`src/rtl/gpio_mask_pkg.sv`:
```
package gpio_mask_pkg;
  localparam int unsigned ADDR_W = 3;

  typedef enum logic [ADDR_W-1:0] {
    RA_DIR  = 3'd0,
    RA_MASK = 3'd1,
    RA_PIN  = 3'd2,
    RA_SET  = 3'd3,
    RA_CLR  = 3'd4
  } reg_addr_e;

  typedef struct packed {
    logic dir;
    logic mask;
    logic pin;
    logic set;
    logic clr;
  } wr_strobe_t;
endpackage

```
`src/rtl/gpio_reg_decode.sv`:
```
module gpio_reg_decode
  import gpio_mask_pkg::*;
(
  input  logic              wr_en,
  input  logic [ADDR_W-1:0] addr,
  output wr_strobe_t        strobe
);
  always_comb begin
    strobe = '0;
    if (wr_en) begin
      case (addr)
        RA_DIR:  strobe.dir  = 1'b1;
        RA_MASK: strobe.mask = 1'b1;
        RA_PIN:  strobe.pin  = 1'b1;
        RA_SET:  strobe.set  = 1'b1;
        RA_CLR:  strobe.clr  = 1'b1;
        default: strobe = '0;
      endcase
    end
  end
endmodule

```
`src/rtl/gpio_cfg_reg.sv`:
```
module gpio_cfg_reg #(
  parameter int unsigned WIDTH = 32
) (
  input  logic             clk,
  input  logic             rst_n,
  input  logic             we,
  input  logic [WIDTH-1:0] lanes,
  input  logic [WIDTH-1:0] wdata,
  output logic [WIDTH-1:0] q
);
  function automatic logic [WIDTH-1:0] lane_merge(
    input logic [WIDTH-1:0] old_v,
    input logic [WIDTH-1:0] new_v,
    input logic [WIDTH-1:0] sel
  );
    return (old_v & ~sel) | (new_v & sel);
  endfunction

  always_ff @(posedge clk or negedge rst_n) begin
    if (!rst_n)  q <= '0;
    else if (we) q <= lane_merge(q, wdata, lanes);
  end
endmodule

```
`src/rtl/gpio_out_latch.sv`:
```
module gpio_out_latch #(
  parameter int unsigned WIDTH = 32
) (
  input  logic             clk,
  input  logic             rst_n,
  input  logic             wr_pin,
  input  logic             wr_set,
  input  logic             wr_clr,
  input  logic [WIDTH-1:0] lanes,
  input  logic [WIDTH-1:0] mask,
  input  logic [WIDTH-1:0] wdata,
  output logic [WIDTH-1:0] latch_q
);
  // Bits a write is allowed to reach: enabled lane and not shielded
  function automatic logic [WIDTH-1:0] reach(
    input logic [WIDTH-1:0] ln,
    input logic [WIDTH-1:0] mk
  );
    return ln & ~mk;
  endfunction

  function automatic logic [WIDTH-1:0] apply_pin(
    input logic [WIDTH-1:0] cur, input logic [WIDTH-1:0] d, input logic [WIDTH-1:0] r
  );
    return (cur & ~r) | (d & r);
  endfunction

  function automatic logic [WIDTH-1:0] apply_set(
    input logic [WIDTH-1:0] cur, input logic [WIDTH-1:0] d, input logic [WIDTH-1:0] r
  );
    return cur | (d & r);
  endfunction

  function automatic logic [WIDTH-1:0] apply_clr(
    input logic [WIDTH-1:0] cur, input logic [WIDTH-1:0] d, input logic [WIDTH-1:0] r
  );
    return cur & ~(d & r);
  endfunction

  logic [WIDTH-1:0] reach_bits;
  logic [WIDTH-1:0] latch_d;

  assign reach_bits = reach(lanes, mask);

  always_comb begin
    latch_d = latch_q;
    if (wr_pin)      latch_d = apply_pin(latch_q, wdata, reach_bits);
    else if (wr_set) latch_d = apply_set(latch_q, wdata, reach_bits);
    else if (wr_clr) latch_d = apply_clr(latch_q, wdata, reach_bits);
  end

  always_ff @(posedge clk or negedge rst_n) begin
    if (!rst_n) latch_q <= '0;
    else        latch_q <= latch_d;
  end
endmodule

```
`src/rtl/gpio_in_sync.sv`:
```
module gpio_in_sync #(
  parameter int unsigned WIDTH  = 32,
  parameter int unsigned STAGES = 2
) (
  input  logic             clk,
  input  logic             rst_n,
  input  logic [WIDTH-1:0] d,
  output logic [WIDTH-1:0] q
);
  logic [WIDTH-1:0] chain [STAGES];

  for (genvar s = 0; s < STAGES; s++) begin : g_stage
    if (s == 0) begin : g_first
      always_ff @(posedge clk or negedge rst_n) begin
        if (!rst_n) chain[s] <= '0;
        else        chain[s] <= d;
      end
    end else begin : g_next
      always_ff @(posedge clk or negedge rst_n) begin
        if (!rst_n) chain[s] <= '0;
        else        chain[s] <= chain[s-1];
      end
    end
  end

  assign q = chain[STAGES-1];
endmodule

```
`src/rtl/gpio_mask_port.sv`:
```
module gpio_mask_port
  import gpio_mask_pkg::*;
#(
  parameter int unsigned WIDTH       = 32,
  parameter int unsigned SYNC_STAGES = 2
) (
  input  logic                 clk,
  input  logic                 rst_n,
  input  logic                 wr_en,
  input  logic [ADDR_W-1:0]    addr,
  input  logic [WIDTH/8-1:0]   be,
  input  logic [WIDTH-1:0]     wdata,
  output logic [WIDTH-1:0]     rdata,
  input  logic [WIDTH-1:0]     pad_in,
  output logic [WIDTH-1:0]     pad_out,
  output logic [WIDTH-1:0]     pad_oe
);
  localparam int unsigned NBYTES = WIDTH / 8;

  wr_strobe_t       strobe;
  logic             wr_dir, wr_mask, wr_pin, wr_set, wr_clr;
  logic [WIDTH-1:0] lane_bits;
  logic [WIDTH-1:0] dir_q, mask_q, latch_q, pad_smp;

  for (genvar b = 0; b < NBYTES; b++) begin : g_lane
    assign lane_bits[8*b +: 8] = {8{be[b]}};
  end

  gpio_reg_decode u_dec (
    .wr_en  (wr_en),
    .addr   (addr),
    .strobe (strobe)
  );

  assign wr_dir  = strobe.dir;
  assign wr_mask = strobe.mask;
  assign wr_pin  = strobe.pin;
  assign wr_set  = strobe.set;
  assign wr_clr  = strobe.clr;

  gpio_cfg_reg #(.WIDTH(WIDTH)) u_dir (
    .clk(clk), .rst_n(rst_n), .we(wr_dir), .lanes(lane_bits), .wdata(wdata), .q(dir_q)
  );

  gpio_cfg_reg #(.WIDTH(WIDTH)) u_mask (
    .clk(clk), .rst_n(rst_n), .we(wr_mask), .lanes(lane_bits), .wdata(wdata), .q(mask_q)
  );

  gpio_out_latch #(.WIDTH(WIDTH)) u_latch (
    .clk(clk), .rst_n(rst_n), .wr_pin(wr_pin), .wr_set(wr_set), .wr_clr(wr_clr),
    .lanes(lane_bits), .mask(mask_q), .wdata(wdata), .latch_q(latch_q)
  );

  gpio_in_sync #(.WIDTH(WIDTH), .STAGES(SYNC_STAGES)) u_sync (
    .clk(clk), .rst_n(rst_n), .d(pad_in), .q(pad_smp)
  );

  assign pad_oe  = dir_q;
  assign pad_out = latch_q & dir_q;

  always_comb begin
    case (addr)
      RA_DIR:  rdata = dir_q;
      RA_MASK: rdata = mask_q;
      RA_PIN:  rdata = pad_smp & ~mask_q;
      RA_SET:  rdata = latch_q;
      default: rdata = '0;
    endcase
  end
endmodule

```
`config.mk`:
```
export PLATFORM = sky130hd
export DESIGN_NAME = gpio_mask_port
export DESIGN_NICKNAME = d
export VERILOG_FILES = /design/src/rtl/gpio_mask_pkg.sv /design/src/rtl/gpio_reg_decode.sv /design/src/rtl/gpio_cfg_reg.sv /design/src/rtl/gpio_out_latch.sv /design/src/rtl/gpio_in_sync.sv /design/src/rtl/gpio_mask_port.sv
export SDC_FILE = /design/constraint.sdc
export NUM_CORES = 1
export LEC_CHECK = 0
export ABC_AREA = 0
export BUFFER_PORTS_ARGS = -buffer_cell sky130_fd_sc_hd__buf_4
export CAP_MARGIN = 20
export CORE_MARGIN = 4
export CORE_UTILIZATION = 25
export CTS_BUF_LIST = sky130_fd_sc_hd__clkbuf_2
export DETAILED_ROUTE_END_ITERATION = 7
export PLACE_DENSITY_LB_ADDON = 0.25
export SLEW_MARGIN = 15
export SYNTH_ARGS = -nofsm -noshare
export SYNTH_HDL_FRONTEND = slang
export SYNTH_SLANG_ARGS = --single-unit
```
`constraint.sdc`:
```
create_clock -name clk -period 2 [get_ports clk]
set_clock_uncertainty 0.05 [all_clocks]
set_input_delay 0.3 -clock clk [delete_from_list [all_inputs] [get_ports clk]]
set_output_delay 0.3 -clock clk [all_outputs]
set_load 0.05 [all_outputs]
```
==> results.py <==
metrics = {
    "clocking": {
        "numCtsBuffers": 17,
        "clockBufferDepth": 2,
        "htreeDepth": 4,
        "clk_latency_ns": 0.69,
        "cts_tree": "done",
        "clkTransAtPathRegs_ns": 0.24,
        "cts_root_buf": "clkbuf_2",
        "cts_sinks": 160,
    },
    "worst_setup_path": {
        "path_cells": "nor3b_2, a21oi_2, a211oi_4, buf_6",
        "max_stage_delay_ns": 0.47,
        "startpoint_type": "flop",
        "cp-endpoint": "rdata[22]",
        "crit_slowest_cell": "dfrtp_1",
        "cp_max_fo": 2,
        "cp.arrival_ns": 1.88,
        "worstRegToRegCells": 4,
        "path_class": "flop to output pin",
        "r2r_slack_ns": 0.30,
        "critical_path.top_delay_family": "flip-flops",
        "path_buf_inv": 1,
        "crit_required_ns": 1.65,
        "cp_num_cells": 4,
        "worstSetupEndpointType": "output pin",
    },
    "synthesis": {
        "syn_nets": 706,
        "syn_avg_cell_area_um2": 11.6,
        "ys_warn_count": 0,
        "ys_seq_area_share_pct": 54.6,
        "synth_seq_cells": 160,
        "netlist-cell-type-count": 24,
        "netlist_area_um2": 7340,
        "synthCells": 632,
    },
    "global_route": {
        "grt_pass1_vias": 6658,
        "grt_overflow_total": 0,
        "track_usage_pct": 14.7,
        "grt_start_max_net_pins": 45,
        "antenna_found_initial": 1,
        "grt_pass1_wl_um": 36800,
    },
    "detailed_routing": {
        "ant_nets": 0,
        "wl_per_cell_um": 17.2,
        "drtIter0Drc": 365,
        "viasPerCell": 4.61,
        "num_vias": 6372,
        "drc_errors": 0,
        "wirelength_um": 23700,
        "dr.pass1.iters": 7,
    },
    "timing": {
        "period_minus_slack_ns": 2.23,
        "slew_headroom_pct": 69.1,
        "fin_crit_sh_pct": 111,
        "slew_viol_final": 0,
        "hold_viol": 0,
        "rsz0062_at_grt": "true",
        "worst_slew_pin_slew_ns": 0.464,
        "finalSetupViolations": 34,
        "max_freq_ghz": 0.449,
        "setup_tns_ns": -4.45,
        "worst_slack_ns": -0.229,
    },
    "status": {
        "failed_checks": "negative setup slack",
        "status": "finished, violations left",
    },
    "floorplan": {
        "start_util_pct": 25.4,
        "die_area_um2": 32200,
        "core_um2": 28900,
        "rows": 62,
        "fp.dieH_um": 179,
        "io_pins": 170,
        "die_w_um": 179,
    },
    "placed_design": {
        "placed_area_um2": 9530,
        "port_buffers": 169,
        "place_inst": 1174,
        "dp_slack_ns": 0.194,
        "gp_congestion": 0.748,
        "hpwlAfterDp_um": 14900,
    },
    "cells_and_area": {
        "fin_cells": 1382,
        "final_area_um2": 12200,
        "final_layout_size_suffix_gt1_share_pct": 48.6,
        "final_nets": 1058,
        "syn_to_final_growth_pct": 66.9,
    },
    "power_and_ir_drop": {
        "p_per_area_nw_per_um2": 909,
        "leakagePower_uw": 0.00543,
        "ir_drop_uv": 536,
    },
    "hold_path": {
        "hp-class": "input pin to flop",
    },
    "flow_run": {
        "drv_cap": 0,
    },
}
## cells in the final DEF (no fill, tap or decap), drive strengths merged, types with 2 or more instances in the layout
cell / synthesis / final
nand4bb: 2 / 2
a211oi: 64 / 64
o21ai: 32 / 32
a222oi: 32 / 32
and2: 32 / 32
clkbuf: 19 / 17
a22oi: 31 / 31
buf: 16 / 276
dfrtp: 160 / 160
a21boi: 4 / 4
nand2: 8 / 8
bufinv: 0 / 4
dlygate4sd3: 0 / 92
mux2: 64 / 64
inv: 32 / 34
and4b: 4 / 4
nor2b: 96 / 96
clkinv: 0 / 7
clkinvlp: 0 / 2
nor2: 31 / 31
## cell families (layout without fill, tap and decap cells)
logic type             after synthesis  after routing  share of synthesized area (%)
AND/OR/NAND/NOR                    177            177                           15.0
other                                0              1                              0
AO/OA/AOI/OAI                      164            164                           16.7
flip-flops                         160            160                           54.6
buffers and inverters               67            432                           3.87
multiplexers                        64             64                           9.82
## report_power, final
| group | internal [uW] | total [uW] | switching [uW] |
|---|---|---|---|
| clock | 816 | 2040 | 1220 |
| combinational | 2460 | 5060 | 2600 |
| sequential | 3650 | 4030 | 376 |
## cells in the mapped netlist
master,n,area (um^2)
buf_2,11,55.1
nor4b_4,1,23.8
nor3b_1,1,7.51
a222oi_1,32,320
a21oi_1,1,5.00
dfrtp_1,160,4000
o21ai_0,32,160
mux2_2,32,360
nand4bb_1,2,22.5
nor2_1,31,116
mux2_1,32,360
inv_1,32,120
clkbuf_1,19,71.3
nand2_4,4,45.0
nand3b_1,1,7.51
nor2b_1,96,601
and4b_1,4,40.0
a21boi_0,4,30.0
a22oi_1,31,233
buf_4,5,37.5
and4bb_1,1,12.5
nand2_2,4,25.0
a211oi_1,64,480
and2_1,32,200
## stage by stage
stage / power (uW) / util [%] / hold slack, ns
floorplan: 6410 / - / -0.0456
global placement: 7550 / 33.0 / 0.245
finish: 11100 / 42.4 / 0.174
detailed placement: 7580 / 33.0 / 0.238
CTS: 10900 / 41.2 / 0.0402
global route: 11700 / 42.4 / 0.0346
## metal layers
layer	share of wire [%]	track usage (%)
met1	46	19.7
met2	49	24.4
met3	4.8	3.69
met4	0.72	2.92
met5	0	0
## layout make-up
type / instances / area, um^2
fill: 2768 / 16600
timing repair buffer: 368 / 3580
multi-input combinational: 405 / 3770
tap: 384 / 480
clock inverter: 15 / 191
clock buffer: 17 / 85.1
inverter: 32 / 120
antenna: 1 / 2.50
sequential: 160 / 4010
## worst min path at each step
stage,cells after the start,start,end
3_3_place_gp,1,rst_n,u_sync.chain[35]
5_1_grt,2,pad_in[24],u_sync.chain[56]
2_1_floorplan,0,rst_n,asynchronous set/reset pin
4_1_cts,2,pad_in[3],u_sync.chain[35]
6_report,2,pad_in[3],u_sync.chain[35]
3_5_place_dp,1,rst_n,u_sync.chain[35]
## what timing repair did
action                                 CTS  global route
gates resized for setup                173            68
setup endpoints to repair               51            65
setup buffers                           63            26
pin swaps                               47            20
endpoints found under the hold margin  288             0
hold buffers                            93             0
No activity file was read; power rests on OpenSTA's default activity.
